## src/rtl/slp_seq_pkg.sv

```systemverilog
package slp_seq_pkg;
  typedef enum logic [2:0] {
    ST_IDLE    = 3'd0,
    ST_CLKWAIT = 3'd1,
    ST_STOPCTL = 3'd2,
    ST_RESET   = 3'd3,
    ST_SLEEP   = 3'd4,
    ST_RESUME  = 3'd5
  } slp_state_e;
endpackage

```

## src/rtl/slp_cmd_decode.sv

```systemverilog
module slp_cmd_decode #(
  parameter int TYPE_W = 3,
  parameter logic [TYPE_W-1:0] SUSP_CODE = 3'b101
) (
  input  logic              cmd_we,
  input  logic              cmd_en,
  input  logic [TYPE_W-1:0] cmd_type,
  output logic              start_req
);
  always_comb begin
    start_req = cmd_we && cmd_en && (cmd_type == SUSP_CODE);
  end
endmodule

```

## src/rtl/slp_timer.sv

```systemverilog
module slp_timer #(
  parameter int CNT_W = 4
) (
  input  logic             clk,
  input  logic             rst_n,
  input  logic             clr,
  output logic [CNT_W-1:0] count
);
  always_ff @(posedge clk or negedge rst_n) begin
    if (!rst_n)   count <= '0;
    else if (clr) count <= '0;
    else          count <= count + 1'b1;
  end
endmodule

```

## src/rtl/slp_fsm.sv

```systemverilog
module slp_fsm
  import slp_seq_pkg::*;
#(
  parameter int TMO_W     = 8,
  parameter int CNT_W     = 10,
  parameter int ENTRY_DLY = 8,
  parameter int WAKE_GAP  = 2
) (
  input  logic             clk,
  input  logic             rst_n,
  input  logic             start_req,
  input  logic             grant,
  input  logic             wake,
  input  logic [TMO_W-1:0] tmo_win,
  input  logic [CNT_W-1:0] count,
  output logic             tmr_clr,
  output slp_state_e       state,
  output logic             first_half,
  output logic             err
);
  localparam logic [CNT_W-1:0] DLY_LAST = CNT_W'(ENTRY_DLY - 1);
  localparam logic [CNT_W-1:0] RES_LAST = CNT_W'(2 * WAKE_GAP - 1);
  localparam logic [CNT_W-1:0] GAP_LEN  = CNT_W'(WAKE_GAP);

  slp_state_e       nxt;
  logic             set_err, clr_err;
  logic [CNT_W-1:0] win_ext, win_last;

  always_comb begin
    win_ext  = {{(CNT_W-TMO_W){1'b0}}, tmo_win};
    win_last = (tmo_win == '0) ? '0 : win_ext - 1'b1;
  end

  always_comb begin
    nxt     = state;
    set_err = 1'b0;
    clr_err = 1'b0;
    case (state)
      ST_IDLE:    if (start_req) begin nxt = ST_CLKWAIT; clr_err = 1'b1; end
      ST_CLKWAIT: begin
        if (grant) nxt = ST_STOPCTL;
        else if (count == win_last) begin nxt = ST_IDLE; set_err = 1'b1; end
      end
      ST_STOPCTL: if (count == DLY_LAST) nxt = ST_RESET;
      ST_RESET:   nxt = ST_SLEEP;
      ST_SLEEP:   if (wake) nxt = ST_RESUME;
      ST_RESUME:  if (count == RES_LAST) nxt = ST_IDLE;
      default:    nxt = ST_IDLE;
    endcase
  end

  always_comb begin
    tmr_clr    = (nxt != state);
    first_half = (count < GAP_LEN);
  end

  always_ff @(posedge clk or negedge rst_n) begin
    if (!rst_n) begin
      state <= ST_IDLE;
      err   <= 1'b0;
    end else begin
      state <= nxt;
      if (set_err)      err <= 1'b1;
      else if (clr_err) err <= 1'b0;
    end
  end
endmodule

```

## src/rtl/slp_pin_drive.sv

```systemverilog
module slp_pin_drive
  import slp_seq_pkg::*;
(
  input  slp_state_e state,
  input  logic       first_half,
  output logic       stop_clk_n,
  output logic       stop_ctl,
  output logic       plat_rst
);
  always_comb begin
    stop_clk_n = (state == ST_IDLE);
    plat_rst   = (state == ST_RESET) || (state == ST_SLEEP);
    stop_ctl   = (state == ST_STOPCTL) || plat_rst ||
                 ((state == ST_RESUME) && first_half);
  end
endmodule

```

## src/rtl/slp_seq_top.sv

```systemverilog
module slp_seq_top
  import slp_seq_pkg::*;
#(
  parameter int TYPE_W = 3,
  parameter logic [TYPE_W-1:0] SUSP_CODE = 3'b101,
  parameter int TMO_W     = 8,
  parameter int ENTRY_DLY = 8,
  parameter int WAKE_GAP  = 2
) (
  input  logic              clk,
  input  logic              rst_n,
  input  logic              cmd_we,
  input  logic              cmd_en,
  input  logic [TYPE_W-1:0] cmd_type,
  input  logic [TMO_W-1:0]  tmo_win,
  input  logic              stpgnt_strb,
  input  logic              wake,
  output logic              stop_clk_n,
  output logic              stop_ctl,
  output logic              plat_rst,
  output logic [2:0]        sts_state,
  output logic              sts_err
);
  localparam int LIM_A = (2 ** TMO_W > ENTRY_DLY) ? 2 ** TMO_W : ENTRY_DLY;
  localparam int LIM   = (LIM_A > 2 * WAKE_GAP) ? LIM_A : 2 * WAKE_GAP;
  localparam int CNT_W = $clog2(LIM + 1);

  logic             start_req, tmr_clr, first_half;
  logic [CNT_W-1:0] count;
  slp_state_e       state;

  slp_cmd_decode #(.TYPE_W(TYPE_W), .SUSP_CODE(SUSP_CODE)) u_dec (
    .cmd_we(cmd_we), .cmd_en(cmd_en), .cmd_type(cmd_type), .start_req(start_req)
  );

  slp_timer #(.CNT_W(CNT_W)) u_tmr (
    .clk(clk), .rst_n(rst_n), .clr(tmr_clr), .count(count)
  );

  slp_fsm #(.TMO_W(TMO_W), .CNT_W(CNT_W), .ENTRY_DLY(ENTRY_DLY),
            .WAKE_GAP(WAKE_GAP)) u_fsm (
    .clk(clk), .rst_n(rst_n), .start_req(start_req), .grant(stpgnt_strb),
    .wake(wake), .tmo_win(tmo_win), .count(count), .tmr_clr(tmr_clr),
    .state(state), .first_half(first_half), .err(sts_err)
  );

  slp_pin_drive u_pins (
    .state(state), .first_half(first_half),
    .stop_clk_n(stop_clk_n), .stop_ctl(stop_ctl), .plat_rst(plat_rst)
  );

  always_comb sts_state = state;
endmodule

```

## config.mk

```make
export PLATFORM = sky130hd
export DESIGN_NAME = slp_seq_top
export DESIGN_NICKNAME = d
export VERILOG_FILES = /design/src/rtl/slp_seq_pkg.sv /design/src/rtl/slp_cmd_decode.sv /design/src/rtl/slp_timer.sv /design/src/rtl/slp_fsm.sv /design/src/rtl/slp_pin_drive.sv /design/src/rtl/slp_seq_top.sv
export SDC_FILE = /design/constraint.sdc
export NUM_CORES = 1
export LEC_CHECK = 0
export ABC_AREA = 1
export CAP_MARGIN = 20
export CELL_PAD_IN_SITES_DETAIL_PLACEMENT = 1
export CELL_PAD_IN_SITES_GLOBAL_PLACEMENT = 1
export CORE_ASPECT_RATIO = 0.6
export CORE_MARGIN = 5
export CORE_UTILIZATION = 31
export CTS_CLUSTER_SIZE = 8
export DETAILED_ROUTE_END_ITERATION = 7
export GPL_TIMING_DRIVEN = 0
export PLACE_DENSITY_LB_ADDON = 0.3
export SLEW_MARGIN = 25
export SYNTH_ARGS = -nofsm -noshare
export SYNTH_HDL_FRONTEND = slang
export SYNTH_SLANG_ARGS = --single-unit
```

## constraint.sdc

```tcl
create_clock -name clk -period 1.5 [get_ports clk]
set_input_delay 0.15 -clock clk [delete_from_list [all_inputs] [get_ports clk]]
set_output_delay 0.15 -clock clk [all_outputs]
set_load 0.05 [all_outputs]
```

==> results of run 1 <==
state kept, by name, summed over array words and instances (netlist names):
name and flops:
u_tmr.count 9, u_fsm.err 1, u_fsm.state 3
cell families (layout without fill, tap and decap cells):
group / after synthesis / after routing / share of synthesized area
simple gates: 119 / 120 / 0.4781
buf+inv: 34 / 84 / 0.1184
flops: 13 / 13 / 0.2851
compound gates: 10 / 10 / 0.04715
xor+xnor: 5 / 5 / 0.03838
fa+ha+maj: 3 / 3 / 0.03290
power by group through the flow:
stage / Clock, W / Sequential [W] / Combinational, W
6_report: 0.000333 / 0.000609 / 0.00193
3_5_place_dp: 0 / 0.000588 / 0.00136
4_1_cts: 0.000329 / 0.000605 / 0.00156
2_1_floorplan: 0 / 0.000684 / 0.000834
3_3_place_gp: 0 / 0.000584 / 0.00132
5_1_grt: 0.000352 / 0.000612 / 0.00203
layout make-up:
class / count / area, µm² / area share
buffer: 1 / 11.26 / 0.005917
multi-input combinational: 138 / 925.9 / 0.4865
clock buffer: 4 / 45.04 / 0.02367
timing repair buffer: 46 / 396.6 / 0.2084
sequential: 13 / 331.6 / 0.1742
inverter: 33 / 133.9 / 0.07035
tap: 47 / 58.81 / 0.03090
cells in the final DEF, fill, tap and decap left out, types with 4 or more instances in the layout:
| cell type | netlist | final |
|---|---|---|
| nand2_2 | 2 | 4 |
| dfrtp_2 | 0 | 5 |
| nor2_2 | 1 | 5 |
| inv_1 | 31 | 26 |
| buf_6 | 1 | 9 |
| o21ai_1 | 0 | 4 |
| dfrtp_1 | 13 | 8 |
| nand3_1 | 21 | 13 |
| nor2_4 | 1 | 7 |
| xor2_1 | 5 | 4 |
| clkdlybuf4s50_1 | 0 | 8 |
| nand4_1 | 9 | 9 |
| buf_4 | 0 | 21 |
| nand2_1 | 47 | 42 |
| o21ai_0 | 8 | 4 |
| inv_2 | 1 | 5 |
| nand2_4 | 2 | 6 |
| nor2_1 | 26 | 16 |
| nand3_2 | 1 | 8 |
repair_timing:
| action | in CTS | in global routing |
|---|---|---|
| buffers inserted | 13 | 9 |
| setup endpoints to repair | 19 | 16 |
| gates cloned | 2 | 0 |
| pin swaps | 20 | 22 |
| resized for setup | 90 | 43 |
critical path, stage by stage, from the launching register on:
cell and delay, ps:
dfrtp_2 430, nor4_4 390, nand3_2 140, o21ai_1 230, nand3_1 130, nand3_1 150
nor2_4 70, nand2_4 110, nor2_1 60
layer usage:
metal,wire length [µm],global-route usage,up-vias
li1,-,-,690
met1,2370,0.2351,753
met2,2708,0.3227,41
met3,256,0.04618,12
met4,124,0.03448,0
met5,0,0,-
stage by stage:
stage / area [µm²] / util / TNS (ps) / power, W
2_1_floorplan: 1167 / - / -2416 / 0.001518
3_3_place_gp: 1456 / 0.4028 / -11130 / 0.001906
3_5_place_dp: 1456 / 0.4028 / -11680 / 0.001952
4_1_cts: 1719 / 0.4754 / -2426 / 0.002490
5_1_grt: 1903 / 0.5263 / -4096 / 0.002994
6_report: 1903 / 0.5263 / -3422 / 0.002872
final timing paths:
path / start / end / cells after the start
max: u_tmr.count[5] / u_tmr.count[4] / 8
max in group asynchronous: rst_n / u_fsm.state[2] / 1
min reg2reg: u_tmr.count[0] / u_tmr.count[0] / 1
max reg2reg: u_tmr.count[5] / u_tmr.count[4] / 8
min in group clk: u_tmr.count[0] / u_tmr.count[0] / 1
min: rst_n / u_fsm.err / 1
==> out/qor.yml, run 1 <==
clock_tree:
  cts_max_level: 1
  cts_tree: "done"
  clock_sinks: 13
  clk_path_buf_depth: 2
  cts_made_buffers: 3
  worst_skew_pair.late_latency_ps: 260
  root_buffer: "clkbuf_8"
  cts.clk_slew.worst_paths_ps: 60
  hold_buffers: 0
die:
  row_count: 17
  die_w_um: 88.33
  die-area_um2: 5034
  die_h_um: 57.00
  initial_core_util: 0.3156
  core-area_um2: 3616
  boundaryPins: 24
setup_path:
  crit_fanout: 4
  reg2reg_slack_ps: -340
  crit_type: "flop to flop"
  critPathRequiredTime_ps: 1640
  critical_path.startpoint_type: "flop"
  end_kind: "flop"
  arrival_ps: 1980
yosys:
  synthCells: 184
  ys.warnings.count: 0
  syn_nets: 204
  synth.largest_area_cell: "dfrtp_1"
  ys_ff_latch: 13
  ys_seq_area_frac: 0.2851
  syn_avg_cell_area_um2: 6.202
  ys_top_cells_by_area: "dfrtp_1 (29%), nand2_1 (15%), inv_1 (10%)"
  yosys-top-cells-count: "nand2_1 (47), inv_1 (31), nor2_1 (26)"
  synthesis.area_um2: 1141
  synth_most_common_cell: "nand2_1"
  synth_edf_count: 0
  synthArstFlopShare: 1.000
  ys_types: 21
  synth_top_cell_area_share: 0.2851
  ys.flop_type: "dfrtp_1"
sta:
  rsz0062_at_grt: "true"
  hold_viol_final: 0
  setup_slack_ps: -338.6
  fin_hold_ws_ps: 292.6
  period_share: 1.226
  period_minus_slack_ps: 1839
  worst_slew_pin_slew_ps: 654.8
  max_freq_mhz: 543.9
  skew_ps: 7.014
  final_max_slew_viol_count: 0
  maxSlewHeadroom: 0.5621
  finalSetupViolCount: 13
placed_design:
  post-place-ws_ps: -969.3
  gp_congestion: 0.8087
  port_buffers: 23
  dp_cells: 254
  dp_hpwl_mm: 2.925
grt:
  overflow: 0
  grt_usage: 0.1856
  grt_max_degree: 14
  grt_pass1_wl_mm: 7.196
  antenna_found_initial: 0
  grt_pass1_vias: 1529
drt:
  vias_per_cell: 5.305
  dr_total_vias: 1496
  drc: 0
  initialDrtViolationCount: 58
  wirelength_mm: 5.459
  wl_per_cell_um: 19.36
  dr.pass1.iters: 4
  postRouteAntennaNets: 0
finish:
  nFillCells: 446
  fin_nets: 256
  syn2layout_area_growth_pct: 66.78
  layoutNonFillerInstCount: 282
  diodes: 0
  drive_above_1_share: 0.3915
power:
  sequentialPowerShare: 0.212
  internal-power_w: 0.001273
  powerDensity_nw_per_um2: 1509
  ir_drop_mv: 0.7341
  clock_power_share: 0.116
  combPwrFrac: 0.672
  sw_frac_of_total: 0.5566
  p_leak_nw: 0.9463
  p_sw_w: 0.001599
job:
  drv_cap: 0
hold_path:
  hold_path.class: "input port to asynchronous set/reset pin"
status:
  violations: "setup timing"
  outcome: "complete, but fails checks"
(Power assumes the default switching activity.)
==> run 2, diff against run 1 <==
--- a/config.mk
+++ b/config.mk
@@ -10,7 +10,7 @@
 export CELL_PAD_IN_SITES_DETAIL_PLACEMENT = 1
 export CELL_PAD_IN_SITES_GLOBAL_PLACEMENT = 1
 export CORE_ASPECT_RATIO = 0.6
-export CORE_MARGIN = 5
+export CORE_MARGIN = 10
 export CORE_UTILIZATION = 31
 export CTS_CLUSTER_SIZE = 8
 export DETAILED_ROUTE_END_ITERATION = 7
==> run 2 against run 1 <==
Compared with the run above: the run still ends with setup timing left; hold slack worse by 1.0 ps; wire length up 7.8%; count of clock-buffer cells in the layout unchanged; clock power up 2%; die area up 31%; clock skew down 5.0 ps; non-clock buffer count down 1.
==> out/qor.yml, run 2 (synthesis gave the netlist of run 1 again) <==
status:
  outcome: "complete, but fails checks"
  violations: "setup timing"
clock_tree:
  cts_made_buffers: 3
  cts.clk_slew.worst_paths_ps: 60
  cts_tree: "done"
  worst_skew_pair.late_latency_ps: 250
  hold_buffers: 0
  root_buffer: "clkbuf_8"
  cts_max_level: 1
  clk_path_buf_depth: 2
  clock_sinks: 13
grt:
  antenna_found_initial: 0
  grt_util_met2: 0.2182
  grt_pass1_vias: 1440
  grt_util_met3: 0.03399
  gr-usage-met1: 0.1565
  grt-busiest-layer: "met2"
  grt_max_degree: 14
  overflow: 0
  grt_usage: 0.1255
  grt_pass1_wl_mm: 6.803
hold_path:
  hold_path.class: "input port to asynchronous set/reset pin"
drt:
  wirelength_mm: 5.885
  dr_total_vias: 1540
  vias_per_cell: 5.520
  drc: 0
  initialDrtViolationCount: 129
  wl_per_cell_um: 21.09
  dr.pass1.iters: 4
  postRouteAntennaNets: 0
finish:
  fin_nets: 255
  top_regs: "u_tmr.count: 9 flops, u_fsm.state: 3 flops, u_fsm.err: 1 flops"
  final_cell_mix: "nand2_1 (40), inv_1 (24), buf_4 (17)"
  finalCoreUtilization: 0.5717
  largest_reg_flops: 9
  top_register: "u_tmr.count"
  final_common_cell: "nand2_1"
  nFillCells: 429
  syn2layout_area_growth_pct: 70.50
  drive_above_1_share: 0.4274
  diodes: 0
  final_cell_area_um2: 1946
  layoutNonFillerInstCount: 279
placed_design:
  dp_cells: 252
  port_buffers: 23
  place_area_um2: 1454
  dp_hpwl_mm: 3.206
  post-place-ws_ps: -1020
  gp_congestion: 0.8141
power:
  ir_drop_mv: 1.119
  p_leak_nw: 0.9708
  powerDensity_nw_per_um2: 1554
die:
  die_w_um: 98.33
  initial_core_util: 0.3353
  die_h_um: 67.00
  boundaryPins: 24
  die-area_um2: 6587
  core-area_um2: 3403
  row_count: 16
sta:
  setup_slack_ps: -312.8
  finalSetupViolCount: 14
  max_freq_mhz: 551.6
  maxSlewHeadroom: 0.5712
  final_max_slew_viol_count: 0
  skew_ps: 1.997
  worst_slew_pin_slew_ps: 641.2
  period_minus_slack_ps: 1813
  period_share: 1.209
  rsz0062_at_grt: "true"
  hold_viol_final: 0
setup_path:
  end_kind: "primary output"
  critical_path.startpoint_type: "flop"
  reg2reg_slack_ps: -290
  arrival_ps: 1660
  critPathRequiredTime_ps: 1350
  crit_type: "flop to primary output"
  crit_fanout: 2
job:
  drv_cap: 0
## run 2: path summary, 6_finish.rpt
check	start	to	depth (start not counted)
hold / removal	rst_n	u_tmr.count[7]	1
hold reg to reg	u_tmr.count[0]	u_tmr.count[0]	1
max in group asynchronous	rst_n	u_fsm.state[2]	1
setup / recovery	u_tmr.count[5]	stop_ctl	6
min in group clk	u_tmr.count[0]	u_tmr.count[0]	1
setup reg to reg	u_fsm.state[0]	u_tmr.count[8]	8
## run 2: through the flow
stage | hold slack (ps) | TNS (ps) | power [W]
after floorplan | -145.6 | -2416 | 0.001518
after global placement | 479.9 | -11490 | 0.001921
after detailed placement | 486.0 | -12320 | 0.001983
after CTS | 311.5 | -2551 | 0.002473
after global routing | 343.0 | -4286 | 0.003171
final | 291.6 | -2992 | 0.003024
## run 2: cell type report
type	instances	area (µm²)	share of cell area
multi-input cells	138	954.7	0.4907
repair buffers	45	409.1	0.2103
flip-flops and latches	13	330.3	0.1698
inverters	33	138.9	0.07138
well taps	45	56.30	0.02894
clock buffers	4	45.04	0.02315
plain buffers	1	11.26	0.005788
## run 2: critical path, cell delays in order, from the launching register on
cell     delay (ps)
dfrtp_2         420
nor4_4          410
nand3_2         160
inv_2           100
nand3_2          80
nand3_2          90
buf_8           150
## run 2: metal layers
layer / part of all wire / routed length, µm / up-vias
met4: 0.051 / 301 / 0
li1: - / - / 688
met5: 0 / 0 / -
met2: 0.49 / 2867 / 69
met1: 0.38 / 2214 / 758
met3: 0.085 / 501 / 25
## run 2: what timing repair did
item                       4_1_cts  5_1_grt
setup buffers                   13        9
setup endpoints to repair       19       15
pin swaps                       15       18
cloned                           2        0
resized for setup               92       49
## run 2: power by group
| part | internal (W) | leakage [nW] | switching [W] |
|---|---|---|---|
| Clock | 0.000189 | 0.0228 | 0.000149 |
| Combinational | 0.000710 | 0.779 | 0.00137 |
| Sequential | 0.000451 | 0.169 | 0.000154 |
==> run 3, diff against run 2 <==
--- a/config.mk
+++ b/config.mk
@@ -15,6 +15,7 @@
 export CTS_CLUSTER_SIZE = 8
 export DETAILED_ROUTE_END_ITERATION = 7
 export GPL_TIMING_DRIVEN = 0
+export HOLD_SLACK_MARGIN = 0.08
 export PLACE_DENSITY_LB_ADDON = 0.3
 export SLEW_MARGIN = 25
 export SYNTH_ARGS = -nofsm -noshare
==> results of run 3 <==
Final layout, timing and power as in run 2 (identical DEF).
